File: src/rtl/excl_mon_pkg.sv
package excl_mon_pkg;

    typedef enum logic [1:0] {
        OP_LOAD  = 2'd0,
        OP_STORE = 2'd1,
        OP_LDEX  = 2'd2,
        OP_STEX  = 2'd3
    } excl_op_e;

    typedef enum logic {
        SZ_HALF = 1'b0,
        SZ_WORD = 1'b1
    } excl_size_e;

    typedef struct packed {
        logic valid;
        logic status;
        logic wr_en;
        logic fault;
    } excl_rsp_t;

endpackage

File: src/rtl/excl_align_chk.sv
module excl_align_chk
    import excl_mon_pkg::*;
(
    input  logic       is_excl,
    input  logic       size_word,
    input  logic [1:0] addr_lo,
    input  logic [1:0] align_cfg,
    output logic       fault
);
    logic misaligned;

    always_comb begin
        if (size_word == SZ_WORD) begin
            misaligned = (addr_lo != 2'b00);
        end else begin
            misaligned = addr_lo[0];
        end
        fault = is_excl && misaligned && (align_cfg != 2'b00);
    end
endmodule

File: src/rtl/excl_local_mon.sv
module excl_local_mon #(
    parameter int NUM_CPU = 4,
    parameter int CPU_W   = 2
) (
    input  logic               clk,
    input  logic               rst_n,
    input  logic               set_en,
    input  logic               clr_en,
    input  logic [CPU_W-1:0]   cpu,
    output logic [NUM_CPU-1:0] flags
);
    logic [NUM_CPU-1:0] flags_d, flags_q;

    always_comb begin
        flags_d = flags_q;
        for (int i = 0; i < NUM_CPU; i++) begin
            if (CPU_W'(i) == cpu) begin
                if (set_en) begin
                    flags_d[i] = 1'b1;
                end else if (clr_en) begin
                    flags_d[i] = 1'b0;
                end
            end
        end
    end

    always_ff @(posedge clk) begin
        if (!rst_n) begin
            flags_q <= '0;
        end else begin
            flags_q <= flags_d;
        end
    end

    assign flags = flags_q;
endmodule

File: src/rtl/excl_global_mon.sv
module excl_global_mon #(
    parameter int NUM_CPU = 4,
    parameter int CPU_W   = 2,
    parameter int GRAN_W  = 30
) (
    input  logic               clk,
    input  logic               rst_n,
    input  logic               rec_en,
    input  logic               clr_match_en,
    input  logic [CPU_W-1:0]   cpu,
    input  logic [GRAN_W-1:0]  granule,
    output logic               own_hit,
    output logic [NUM_CPU-1:0] slot_valid
);
    typedef struct packed {
        logic              valid;
        logic [GRAN_W-1:0] gran;
    } slot_t;

    slot_t [NUM_CPU-1:0] tab_d, tab_q;
    logic  [NUM_CPU-1:0] match_vec;
    logic  [NUM_CPU-1:0] own_vec;

    for (genvar g = 0; g < NUM_CPU; g++) begin : g_slot
        assign match_vec[g]  = tab_q[g].valid && (tab_q[g].gran == granule);
        assign own_vec[g]    = match_vec[g] && (CPU_W'(g) == cpu);
        assign slot_valid[g] = tab_q[g].valid;
    end

    assign own_hit = |own_vec;

    always_comb begin
        tab_d = tab_q;
        for (int i = 0; i < NUM_CPU; i++) begin
            if (rec_en && (CPU_W'(i) == cpu)) begin
                tab_d[i].valid = 1'b1;
                tab_d[i].gran  = granule;
            end else if (clr_match_en && match_vec[i]) begin
                tab_d[i].valid = 1'b0;
            end
        end
    end

    always_ff @(posedge clk) begin
        if (!rst_n) begin
            tab_q <= '0;
        end else begin
            tab_q <= tab_d;
        end
    end
endmodule

File: src/rtl/excl_monitor.sv
module excl_monitor
    import excl_mon_pkg::*;
#(
    parameter int NUM_CPU = 4,
    parameter int ADDR_W  = 32,
    parameter int CPU_W   = (NUM_CPU > 1) ? $clog2(NUM_CPU) : 1
) (
    input  logic              clk,
    input  logic              rst_n,
    input  logic              req_valid,
    input  logic [CPU_W-1:0]  req_cpu,
    input  logic [1:0]        req_op,
    input  logic [ADDR_W-1:0] req_addr,
    input  logic              req_size,
    input  logic              req_shared,
    input  logic [1:0]        align_cfg,
    output logic              rsp_valid,
    output logic              rsp_status,
    output logic              rsp_wr_en,
    output logic              rsp_align_fault
);
    localparam int GRAN_W = ADDR_W - 2;

    excl_op_e           op;
    logic               is_excl;
    logic               fault;
    logic               do_ldex, do_stex, do_store;
    logic               stex_pass;
    logic               own_hit;
    logic               own_local;
    logic [NUM_CPU-1:0] local_flags;
    logic [NUM_CPU-1:0] glb_valid;
    logic [GRAN_W-1:0]  granule;
    excl_rsp_t          rsp_d, rsp_q;

    assign op      = excl_op_e'(req_op);
    assign is_excl = (op == OP_LDEX) || (op == OP_STEX);
    assign granule = req_addr[ADDR_W-1:2];

    excl_align_chk u_align (
        .is_excl   (is_excl),
        .size_word (req_size),
        .addr_lo   (req_addr[1:0]),
        .align_cfg (align_cfg),
        .fault     (fault)
    );

    always_comb begin
        own_local = 1'b0;
        for (int i = 0; i < NUM_CPU; i++) begin
            if (CPU_W'(i) == req_cpu) begin
                own_local = local_flags[i];
            end
        end
        do_ldex   = req_valid && (op == OP_LDEX) && !fault;
        do_stex   = req_valid && (op == OP_STEX) && !fault;
        do_store  = req_valid && (op == OP_STORE);
        stex_pass = do_stex && own_local && (!req_shared || own_hit);
    end

    excl_local_mon #(
        .NUM_CPU (NUM_CPU),
        .CPU_W   (CPU_W)
    ) u_local (
        .clk    (clk),
        .rst_n  (rst_n),
        .set_en (do_ldex),
        .clr_en (do_stex),
        .cpu    (req_cpu),
        .flags  (local_flags)
    );

    excl_global_mon #(
        .NUM_CPU (NUM_CPU),
        .CPU_W   (CPU_W),
        .GRAN_W  (GRAN_W)
    ) u_global (
        .clk          (clk),
        .rst_n        (rst_n),
        .rec_en       (do_ldex && req_shared),
        .clr_match_en (do_store || (stex_pass && req_shared)),
        .cpu          (req_cpu),
        .granule      (granule),
        .own_hit      (own_hit),
        .slot_valid   (glb_valid)
    );

    always_comb begin
        rsp_d = '0;
        if (req_valid) begin
            rsp_d.valid  = 1'b1;
            rsp_d.fault  = fault;
            rsp_d.wr_en  = stex_pass || do_store;
            rsp_d.status = fault || ((op == OP_STEX) && !stex_pass);
        end
    end

    always_ff @(posedge clk) begin
        if (!rst_n) begin
            rsp_q <= '0;
        end else begin
            rsp_q <= rsp_d;
        end
    end

    assign rsp_valid       = rsp_q.valid;
    assign rsp_status      = rsp_q.status;
    assign rsp_wr_en       = rsp_q.wr_en;
    assign rsp_align_fault = rsp_q.fault;
endmodule

File: config.mk
export PLATFORM = sky130hd
export DESIGN_NAME = excl_monitor
export DESIGN_NICKNAME = d
export VERILOG_FILES = /design/src/rtl/excl_mon_pkg.sv /design/src/rtl/excl_align_chk.sv /design/src/rtl/excl_local_mon.sv /design/src/rtl/excl_global_mon.sv /design/src/rtl/excl_monitor.sv
export SDC_FILE = /design/constraint.sdc
export NUM_CORES = 1
export LEC_CHECK = 0
export ABC_AREA = 1
export BUFFER_PORTS_ARGS = -buffer_cell sky130_fd_sc_hd__buf_4
export CORE_MARGIN = 1
export CORE_UTILIZATION = 45
export CTS_CLUSTER_SIZE = 16
export DETAILED_ROUTE_END_ITERATION = 10
export GPL_TIMING_DRIVEN = 0
export MAX_ROUTING_LAYER = met4
export PLACE_DENSITY = 0.71
export SKIP_LAST_GASP = 1
export SYNTH_ARGS = -nofsm -noshare
export SYNTH_HDL_FRONTEND = slang
export SYNTH_SLANG_ARGS = --single-unit
export TNS_END_PERCENT = 50
File: constraint.sdc
create_clock -name clk -period 2.7 [get_ports clk]
set_input_delay 0.54 -clock clk [delete_from_list [all_inputs] [get_ports clk]]
set_output_delay 0.54 -clock clk [all_outputs]
set_load 0.01 [all_outputs]
==> flow_summary.toml <==
[yosys]
syn_area_um2 = 6940
synth-seq-area-share = 0.381
synth_edf_count = 0
yosys.area.top_type = "dfxtp_1"
ys_top_cells_by_count = "nand2_1 (314), inv_1 (163), dfxtp_1 (132), a21oi_1 (127), o21ai_0 (100)"
synth_ff_type = "dfxtp_1"
postSynthNetCount = 1134
synth_warnings = 0
avgSynthCellArea_um2 = 6.36
synth_cell_type_count = 32
synth.area.top_cells = "dfxtp_1 (38%), nand2_1 (17%), a21oi_1 (9.2%)"
synth_top_area_share = 0.381
yosysMostFrequentCell = "nand2_1"
synthArstFlopShare = 0
ys_ff_latch = 132
syn_inst = 1091

[clock_tree]
cts_max_level = 4
post-cts-setup-buffers = 0
clkSinkCount = 132
post_cts_resized = 0
root_buffer = "clkbuf_16"
clk_latency_ps = 430
cts_tree = "built"
ctsHoldBuffers = 0
clk_pin_slew_worst_paths_ps = 50
numCtsBuffers = 17
clockBufferDepth = 2

[layout]
drive_gt1_frac = 0.0911
nets = 1173
fillers = 1549
area_growth_syn_to_layout_pct = 13.8

[timing]
fin_worst_skew_ps = 6.82
worst_pin_slew_ps = 726
setup_viol = 0
fmax_mhz = 472
relSlewSlack = 0.516
period_share = 0.785
tns_ps = 0
final.min_clock_period_ps = 2120
maxSlewViolCount = 0
hold_viol_final = 0
rsz0062_at_grt = "no"

[global_route]
gr-usage-all-layers = 0.321
grt_max_degree = 17
grt_pass1_wl_um = 36800
overflow = 0
grt_pass1_vias = 6534
antenna_found_initial = 1

[critical_path]
crit_type = "in -> reg"
critPathMaxFanout = 9
crit_path_end_kind = "register"
worstSetupStartpointType = "input port"
crit_required_ps = 2980
regToRegSetupSlack_ps = 700
critPathArrivalTime_ps = 2400

[route]
vias_per_cell = 5.40
drtIter0Drc = 892
wl_per_cell_um = 18.0
postRouteAntennaNets = 0
via_count = 7181
firstDrtPassIters = 11
wl_um = 23900
drc = 2

[floorplanning]
initial_core_util = 0.458
row_count = 45
core-area_um2 = 15100
fp.dieH_um = 126
fp.dieW_um = 126
dieArea_um2 = 15900
pin_count = 47

[placed_design]
gp_congestion = 0.962
dp_hpwl_um = 17500
port_buffers = 20

[run_status]
status = "finished with violations"
violations = "design-rule violations"

[power_and_ir_drop]
power.density_nw_per_um2 = 600
ir_drop_uv = 423
p_leak_uw = 0.00331
power_uw = 4740

[worst_hold_path]
hold_path_class = "in -> reg"

[run]
maxCapViolations = 0
[where the power goes]
group	internal, µW	leakage (µW)	switching [µW]
sequential	1970	0.00107	11.4
clock	1450	0.000281	848
combinational	135	0.00196	326
[routing by layer]
layer  up-vias  global-route usage  wire, µm
li1       3508                   -         -
met1      3280               0.413     10100
met2       355               0.487     10700
met3        38              0.0879      2540
met4         0              0.0999       586
met5         -                   -         0
[cell families after synthesis]
logic type,Yosys count,share of synthesized area
buffers and inverters,231,0.132
xor gates and xnor gates,26,0.0328
AOI/OAI and AO/OA,246,0.184
and+or+nand+nor,456,0.270
DFF,132,0.381
[final timing paths]
| check | endpoint | startpoint | depth (start not counted) |
|---|---|---|---|
| worst max-delay path | u_global.slot_valid[3]$_SDFFE_PN0P_ | req_addr[3] | 14 |
| worst min-delay path | rsp_status$_SDFF_PN0_ | req_op[0] | 3 |
| worst max register to register | u_global.slot_valid[3]$_SDFFE_PN0P_ | u_global.tab_q[37]$_SDFFE_PN0P_ | 12 |
| worst min register to register | u_local.flags[2]$_SDFFE_PN0P_ | u_local.flags[2]$_SDFFE_PN0P_ | 2 |
[cell usage in the layout (no fill, tap or decap), types with 2 or more instances in the layout]
master / n
clkbuf_16: 17
buf_4: 21
a21oi_2: 4
nand2_2: 2
nor2_1: 75
inv_1: 163
nor3_1: 4
nand4_1: 26
xor2_1: 4
a21oi_1: 127
bufinv_16: 2
buf_2: 35
clkbuf_1: 30
nor4_1: 5
clkbuf_8: 4
xnor2_1: 22
o21ai_0: 100
o211ai_1: 2
nand2_1: 314
clkbuf_2: 2
dfxtp_1: 132
nor2_2: 3
clkinv_2: 2
inv_2: 6
nand3_1: 22
o21ai_1: 8
[registers in the layout, summed over array words and instances (netlist names)]
name	flops
u_global.tab_q	120
u_global.slot_valid	4
u_local.flags	4
rsp_align_fault	1
rsp_status	1
rsp_valid	1
rsp_wr_en	1
[final cells by class]
class | instances | area (µm²) | area share
Tap cell | 188 | 235 | 0.0298
Antenna cell | 1 | 2.50 | 0.000317
Timing Repair Buffer | 20 | 150 | 0.0190
Multi-Input combinational cell | 728 | 3380 | 0.428
Inverter | 169 | 634 | 0.0803
Clock inverter | 4 | 70.1 | 0.00887
Buffer | 62 | 283 | 0.0358
Sequential cell | 132 | 2640 | 0.334
Clock buffer | 27 | 503 | 0.0637
[metrics by stage]
stage	instances	worst slack, ps	instance area (µm²)	utilization	hold WS, ps
final	1331	580	7900	0.522	390
after global routing	1331	503	7900	0.522	403
after CTS	1330	664	7900	0.521	386
after detailed placement	1299	245	7320	0.484	452
after global placement	1299	232	7320	0.484	447
after floorplan	1091	884	6940	-	430
[worst max-delay path: stages]
cell      delay [ps]
buf_2            230
inv_1            220
nand2_1          100
nand3_1           90
nor3_1           200
nand2_1          180
nor2_1           250
nand3_2          110
nand2_2           90
o21bai_4          90
nand2_4           90
nand3_1           80
nand2_1           90
a21oi_2           50
(Power assumes the default switching activity.)
